<file path="config.mk">
export PLATFORM = sky130hd
export DESIGN_NAME = stopwatch_core
export DESIGN_NICKNAME = d
export VERILOG_FILES = /design/src/rtl/sw_pkg.sv /design/src/rtl/sw_div_stage.sv /design/src/rtl/sw_bcd_digit.sv /design/src/rtl/stopwatch_core.sv
export SDC_FILE = /design/constraint.sdc
export NUM_CORES = 1
export LEC_CHECK = 0
export BUFFER_PORTS_ARGS = -buffer_cell sky130_fd_sc_hd__buf_4
export CAP_MARGIN = 20
export CORE_AREA = 5 5 57 59
export CTS_BUF_LIST = sky130_fd_sc_hd__clkbuf_16
export DETAILED_ROUTE_END_ITERATION = 6
export DIE_AREA = 0 0 62 64
export GPL_ROUTABILITY_DRIVEN = 0
export GPL_TIMING_DRIVEN = 0
export PLACE_DENSITY = 0.74
export SLEW_MARGIN = 20
export SYNTH_ARGS = -nofsm -noshare
export SYNTH_HDL_FRONTEND = slang
export SYNTH_SLANG_ARGS = --single-unit
</file>
<file path="constraint.sdc">
create_clock -name clk -period 2.55 [get_ports clk]
set_input_delay 0.1275 -clock clk [delete_from_list [all_inputs] [get_ports clk]]
set_output_delay 0.1275 -clock clk [all_outputs]
set_load 0.1 [all_outputs]
</file>
<file path="src/rtl/sw_pkg.sv">
package sw_pkg;
    typedef logic [3:0] bcd_t;
    localparam bcd_t BCD_TOP = 4'd9;
endpackage

</file>
<file path="src/rtl/sw_div_stage.sv">
module sw_div_stage #(
    parameter int BITS = 14
) (
    input  logic            clk,
    input  logic            rst,
    input  logic            en,
    output logic [BITS-1:0] cnt_o,
    output logic            wrap_o,
    output logic            msb_o
);
    localparam logic [BITS-1:0] ALL_ONES = {BITS{1'b1}};

    typedef struct packed {
        logic [BITS-1:0] cnt;
    } stage_t;

    stage_t st_d, st_q;

    always_comb begin
        st_d = st_q;
        if (en) begin
            st_d.cnt = st_q.cnt + 1'b1;
        end
    end

    always_ff @(posedge clk) begin
        if (rst) begin
            st_q <= '0;
        end else begin
            st_q <= st_d;
        end
    end

    assign cnt_o  = st_q.cnt;
    assign wrap_o = en && (st_q.cnt == ALL_ONES);
    assign msb_o  = st_q.cnt[BITS-1];

    // a stage without enable keeps its count
    p_stage_hold_r7: assert property (@(posedge clk) disable iff (rst)
        !en |=> $stable(cnt_o));
endmodule

</file>
<file path="src/rtl/sw_bcd_digit.sv">
module sw_bcd_digit
    import sw_pkg::*;
(
    input  logic clk,
    input  logic rst,
    input  logic inc,
    output bcd_t digit_o
);
    typedef struct packed {
        bcd_t val;
    } dig_t;

    dig_t dg_d, dg_q;

    always_comb begin
        dg_d = dg_q;
        if (inc) begin
            if (dg_q.val == BCD_TOP) begin
                dg_d.val = '0;
            end else begin
                dg_d.val = dg_q.val + 4'd1;
            end
        end
    end

    always_ff @(posedge clk) begin
        if (rst) begin
            dg_q <= '0;
        end else begin
            dg_q <= dg_d;
        end
    end

    assign digit_o = dg_q.val;

    p_digit_range_r3: assert property (@(posedge clk) disable iff (rst)
        digit_o <= BCD_TOP);
    p_digit_wrap_r5: assert property (@(posedge clk) disable iff (rst)
        (inc && digit_o == BCD_TOP) |=> (digit_o == 4'd0));
    p_digit_idle_r4: assert property (@(posedge clk) disable iff (rst)
        !inc |=> $stable(digit_o));
endmodule

</file>
<file path="src/rtl/stopwatch_core.sv">
module stopwatch_core
    import sw_pkg::*;
#(
    parameter int STAGE1_BITS = 14,
    parameter int STAGE2_BITS = 8
) (
    input  logic       clk,
    input  logic       rst,
    input  logic       run,
    output logic [3:0] units_o,
    output logic [3:0] tens_o,
    output logic       sec_led_o
);
    // value of stage 2 one step before its top bit rises
    localparam logic [STAGE2_BITS-1:0] S2_PRE_RISE =
        STAGE2_BITS'((64'd1 << (STAGE2_BITS - 1)) - 64'd1);

    typedef struct packed {
        logic u3_prev;
    } edge_t;

    edge_t ed_d, ed_q;

    logic [STAGE1_BITS-1:0] s1_cnt;
    logic [STAGE2_BITS-1:0] s2_cnt;
    logic s1_wrap, s1_msb, s2_wrap, s2_msb;
    logic sec_tick, tens_carry;
    bcd_t units, tens;

    sw_div_stage #(.BITS(STAGE1_BITS)) u_stage1 (
        .clk(clk), .rst(rst), .en(run),
        .cnt_o(s1_cnt), .wrap_o(s1_wrap), .msb_o(s1_msb)
    );

    sw_div_stage #(.BITS(STAGE2_BITS)) u_stage2 (
        .clk(clk), .rst(rst), .en(s1_wrap),
        .cnt_o(s2_cnt), .wrap_o(s2_wrap), .msb_o(s2_msb)
    );

    // inverted level goes low exactly when stage 2's top bit rises
    assign sec_tick = s1_wrap && (s2_cnt == S2_PRE_RISE);

    sw_bcd_digit u_units (
        .clk(clk), .rst(rst), .inc(sec_tick), .digit_o(units)
    );

    always_comb begin
        ed_d = ed_q;
        ed_d.u3_prev = units[3];
    end

    always_ff @(posedge clk) begin
        if (rst) begin
            ed_q <= '0;
        end else begin
            ed_q <= ed_d;
        end
    end

    assign tens_carry = ed_q.u3_prev && !units[3];

    sw_bcd_digit u_tens (
        .clk(clk), .rst(rst), .inc(tens_carry), .digit_o(tens)
    );

    assign units_o   = units;
    assign tens_o    = tens;
    assign sec_led_o = ~s2_msb;

    p_led_with_tick_r6: assert property (@(posedge clk) disable iff (rst)
        $fell(sec_led_o) |-> !$stable(units_o));
    p_freeze_units_r7: assert property (@(posedge clk) disable iff (rst)
        !run |=> $stable(units_o));
    p_carry_on_roll_r4: assert property (@(posedge clk) disable iff (rst)
        (sec_tick && units_o == BCD_TOP) |=> ##1 (tens_o != $past(tens_o)));
    p_tens_quiet_r4: assert property (@(posedge clk) disable iff (rst)
        !tens_carry |=> $stable(tens_o));
endmodule

</file>
# Word-level counts from Yosys, hierarchy flattened
# Index checks and enable logic that the tools add are counted.
[totals] register_bits=31 latchBits=0 ram_bits=0 rom_bits=0 in_bits=3 out_inout_bits=9 wordCells=20 mem_count=0
[op_classes] n_addsub=4 n_mul=0 div_mod_pow=0 order_cmp=0 eq_ne=4 shifts=0 n_mux=2 bitwise=1 n_reduce_logical=4
[op_table] cell="$add 14x1->14 const B" n=1
[op_table] cell="$eq 14x14->1 const B" n=1
[op_table] cell="$add 4x1->4 const B" n=2
[op_table] cell="$add 8x1->8 const B" n=1
[op_table] cell="$eq 4x4->1 const B" n=2
[op_table] cell="$eq 8x7->1 const B" n=1
[op_table] cell="$mux 4" n=2
[op_table] cell="$logic_and 1x1->1" n=3
[op_table] cell="$logic_not 1->1" n=1
[op_table] cell="$not 1->1" n=1

# Longest topological paths before layout
[depth] word_depth=3 depth_mapped=6 ltp_nobuf=5

# Hierarchy
# From an unflattened synthesis, not the netlist that was laid out.
[unflattened] cells_unflattened=159 area_unflattened_um2=1485.2
[by_module_without_submodules] mod="sw_div_stage (u_stage1)" instances=1 cells_each=76 area_each_um2=703.2 seq_area_each_um2=280.3
[by_module_without_submodules] mod="sw_div_stage (u_stage2)" instances=1 cells_each=40 area_each_um2=361.6 seq_area_each_um2=160.2
[by_module_without_submodules] mod="sw_bcd_digit" instances=2 cells_each=18 area_each_um2=178.9 seq_area_each_um2=80.1
[by_module_without_submodules] mod="stopwatch_core" instances=1 cells_each=7 area_each_um2=62.6 seq_area_each_um2=20.0

# Worst setup path after synthesis
# No wires, ideal clock.
[synth_timing] path_kind="flip-flop to flip-flop" startpoint="register u_stage1.st_q (netlist bit u_stage1.cnt_o[0])" endpoint="register u_stage2.st_q (netlist bit u_stage2.cnt_o[3])" setup_time_ns=0.071 t_arrival_ns=1.947 t_required_ns=2.479 slack_ns=0.532 stages_incl_launch_ff=7 path_buffers=1 period_less_slack_ns=2.018 path_cell_list="dfxtp_1 > ha_1 > nand3_1 > or4_2 > clkbuf_1 > or4_1 > a21oi_1"
[synth_between] elab_chain_cells=2
[synth_lines] element="start, declared" line="sw_div_stage.sv:17" rtl="stage_t st_d, st_q;"
[synth_lines] element="start signal, assigned" line="sw_div_stage.sv:30" rtl="st_q <= st_d;"
[synth_lines] element="$eq 14x14->1" line="sw_div_stage.sv:35" rtl="assign wrap_o = en && (st_q.cnt == ALL_ONES);"
[synth_lines] element="$logic_and 1x1->1" line="sw_div_stage.sv:35"
[synth_lines] element="end signal, assigned" line="sw_div_stage.sv:30"
[synth_lines] element="end, declared" line="sw_div_stage.sv:17"
# No other way between the ends.
# A chain may end at the register's enable or synchronous reset.

# Worst setup path in the final report
[layout_timing] startpoint="register u_stage1.st_q (netlist bit u_stage1.cnt_o[0])" endpoint="register u_stage2.st_q (netlist bit u_stage2.cnt_o[5])"
# Same word-level chain as after synthesis.

==> run metrics <==
crit path DAT 2.46 ns; hpwl dp 2050 µm; total core area 0.00266 mm²; Hold WC Path Type in2reg; Total Routed Length 3030 µm; number of synthesized flops with an enable pin 0; Flop pwr share 42.0%; CP max-delay cell or4_2; Setup TNS 0 ns; DR vias/cell 5.94; DR pass1 iterations 4; syn avg cell area 8.71 µm²; status complete, no violations; Post-CTS Resized 0; Sink Count 31; cell internal pwr 0.000951 W; unrepaired setup endpoints after global routing false; Least-Margin Pin Slew 0.494 ns; YS warnings 0; first-pass GRT wire length 5220 µm; Wirelength per Cell 14.0 µm; leading area contributor after synthesis dfxtp_1; DRT antenna net count 0; CTS tree done; Final Core Density 65.0%; Cell Count, Final, Fillers Out 216; CP cell instances ha_1, nand3_1, or4_2, clkbuf_1, nor3_1, mux2_2; GRT Total Usage 17.8%; DRT iter0 DRCs 72; number of max-cap violations 0; async set or reset register ratio after synthesis 0%; TritonCTS Buffers 5; top post-synthesis cells by area dfxtp_1, xnor2_1, nor2_1; Yosys reg bits 31; largest net degree at the start of global routing 11; Worst Path Max Fanout 7; Comb pwr share 1.9%; Hold Vio Cnt, Final 0; VDD IR max 0.602 mV; Hold-fix buffers, CTS 0; Layout area overhead 19.7%; CP Capture Type register; PortBufs 11; Post-CTS Setup Bufs 0; Mapped Area 0.00145 mm²; IO Count 12; syn_nets 171; die height 64 µm; Tmin final 2.30 ns; CTS clk-pin slew, worst paths 0.05 ns; initial antenna violation count 0; P_sw 0.000220 W; final setup violation count 0; period utilisation layout 90.1%; clock root buffer clkbuf_16; switching power share of the total 18.8%; width of the die 62 µm; starting density of the core 54.3%; Max Slew Vio Count 0; dpl cells 208; die area 0.00397 mm²; CP Data Required Time 2.72 ns; overall power 0.00117 W; vias in the first global route 1188; Slew HR 66.8%; leakage 0.609 nW; Cells after Synth 166; Largest stage delay, worst path 0.58 ns; PD cells 676 mW/mm²; most frequent cells in the layout dfxtp_1, nor2_1, a21oi_1, buf_4, nand3_1; synth unique cells 31; clock latency on the worst-skew pair 0.28 ns; FP Rows 19; Post-route DRC 0; ys flop type dfxtp_1; routed vias 1284; Max Freq 435 MHz; layout cells sized above 1 14.6%; # H-tree levels 2; Clk pwr share 56.1%; worst clock skew 0.00397 ns; leading cell type in the layout, fill and taps excluded dfxtp_1; sequential-to-total area share from yosys stat 42.9%; global route overflow 0; top-area cell type share of the netlist area 42.9%; CTS Buffer Depth 2; Nets 189; Setup Crit Path Kind reg2reg; number of diodes 0; type of origin of the critical path register
-- synthesized netlist by cell type (all sizes together), types with 2 or more instances --
master,instances
a21oi,13
and3,3
buf,2
clkbuf,4
dfxtp,31
ha,2
inv,6
mux2,3
nand2,7
nand3,9
nand3b,2
nand4,5
nor2,18
nor2b,8
nor3,5
nor4,5
o21ai,8
o31ai,5
or3,4
or4,8
xnor2,8
xor2,5
-- registers in the layout, indices dropped and copies added (netlist names) --
signal	flops
u_stage2.cnt_o	8
ed_q	1
u_tens.digit_o	4
u_units.digit_o	4
u_stage1.cnt_o	14
-- layout make-up --
type | instances | area (µm²)
Fill cell | 226 | 931
Multi-Input combinational cell | 123 | 766
Sequential cell | 31 | 621
Clock buffer | 5 | 125
Timing Repair Buffer | 11 | 82.6
Clock inverter | 3 | 38.8
Tap cell | 31 | 38.8
Buffer | 6 | 37.5
Inverter | 6 | 22.5
-- per-layer routing --
layer / vias up / global-route usage [%] / share of wire, % / wire [µm]
met5: - / 0 / 0 / 0
met2: 23 / 26.6 / 48 / 1440
met4: 0 / 9.81 / 3.4 / 104
met1: 614 / 20.9 / 43 / 1310
met3: 11 / 7.65 / 5.7 / 172
li1: 636 / - / - / -
-- power groups by stage --
stage | Combinational [W] | Clock [W] | Sequential (W)
CTS | 0.0000227 | 0.000671 | 0.000492
finish | 0.0000225 | 0.000656 | 0.000492
global route | 0.0000254 | 0.000706 | 0.000492
global placement | 0.0000209 | 0 | 0.000501
detailed placement | 0.0000224 | 0 | 0.000502
floorplan | 0.0000136 | 0 | 0.000501
-- per-stage QoR --
stage	area [µm²]	hold WS (ns)	setup slack, ns
floorplan	1450	0.264	0.532
finish	1730	0.155	0.252
CTS	1730	0.146	0.244
detailed placement	1570	0.431	0.290
global placement	1570	0.410	0.327
global route	1730	0.158	0.0801
-- cells by family after synthesis --
logic type | after synthesis | synth area share [%]
compound gates | 27 | 10.3
xor+xnor | 13 | 7.87
fa+ha+maj | 2 | 1.73
buf+inv | 12 | 4.15
flops | 31 | 42.9
mux | 4 | 3.03
simple gates | 77 | 30.0
-- path summary, 6_finish.rpt --
| check | from | end | slack, ns | depth (start not counted) |
|---|---|---|---|---|
| min reg2reg | u_stage2.cnt_o[7]$_SDFFE_PP0P_ | u_stage2.cnt_o[7]$_SDFFE_PP0P_ | 0.51 | 2 |
| min | run | u_stage1.cnt_o[0]$_SDFFE_PP0P_ | 0.15 | 3 |
| max | u_stage1.cnt_o[0]$_SDFFE_PP0P_ | u_stage2.cnt_o[5]$_SDFFE_PP0P_ | 0.25 | 6 |
| max reg2reg | u_stage1.cnt_o[0]$_SDFFE_PP0P_ | u_stage2.cnt_o[5]$_SDFFE_PP0P_ | 0.25 | 6 |
-- critical path: cells and delay by family (launching register included) --
| family | cells | cell delay [ns] |
|---|---|---|
| adders and majority gates | 1 | 0.21 |
| buffers and inverters | 1 | 0.21 |
| and+or+nand+nor | 3 | 1.04 |
| DFF | 1 | 0.36 |
| muxes | 1 | 0.36 |
(Power assumes the default switching activity.)
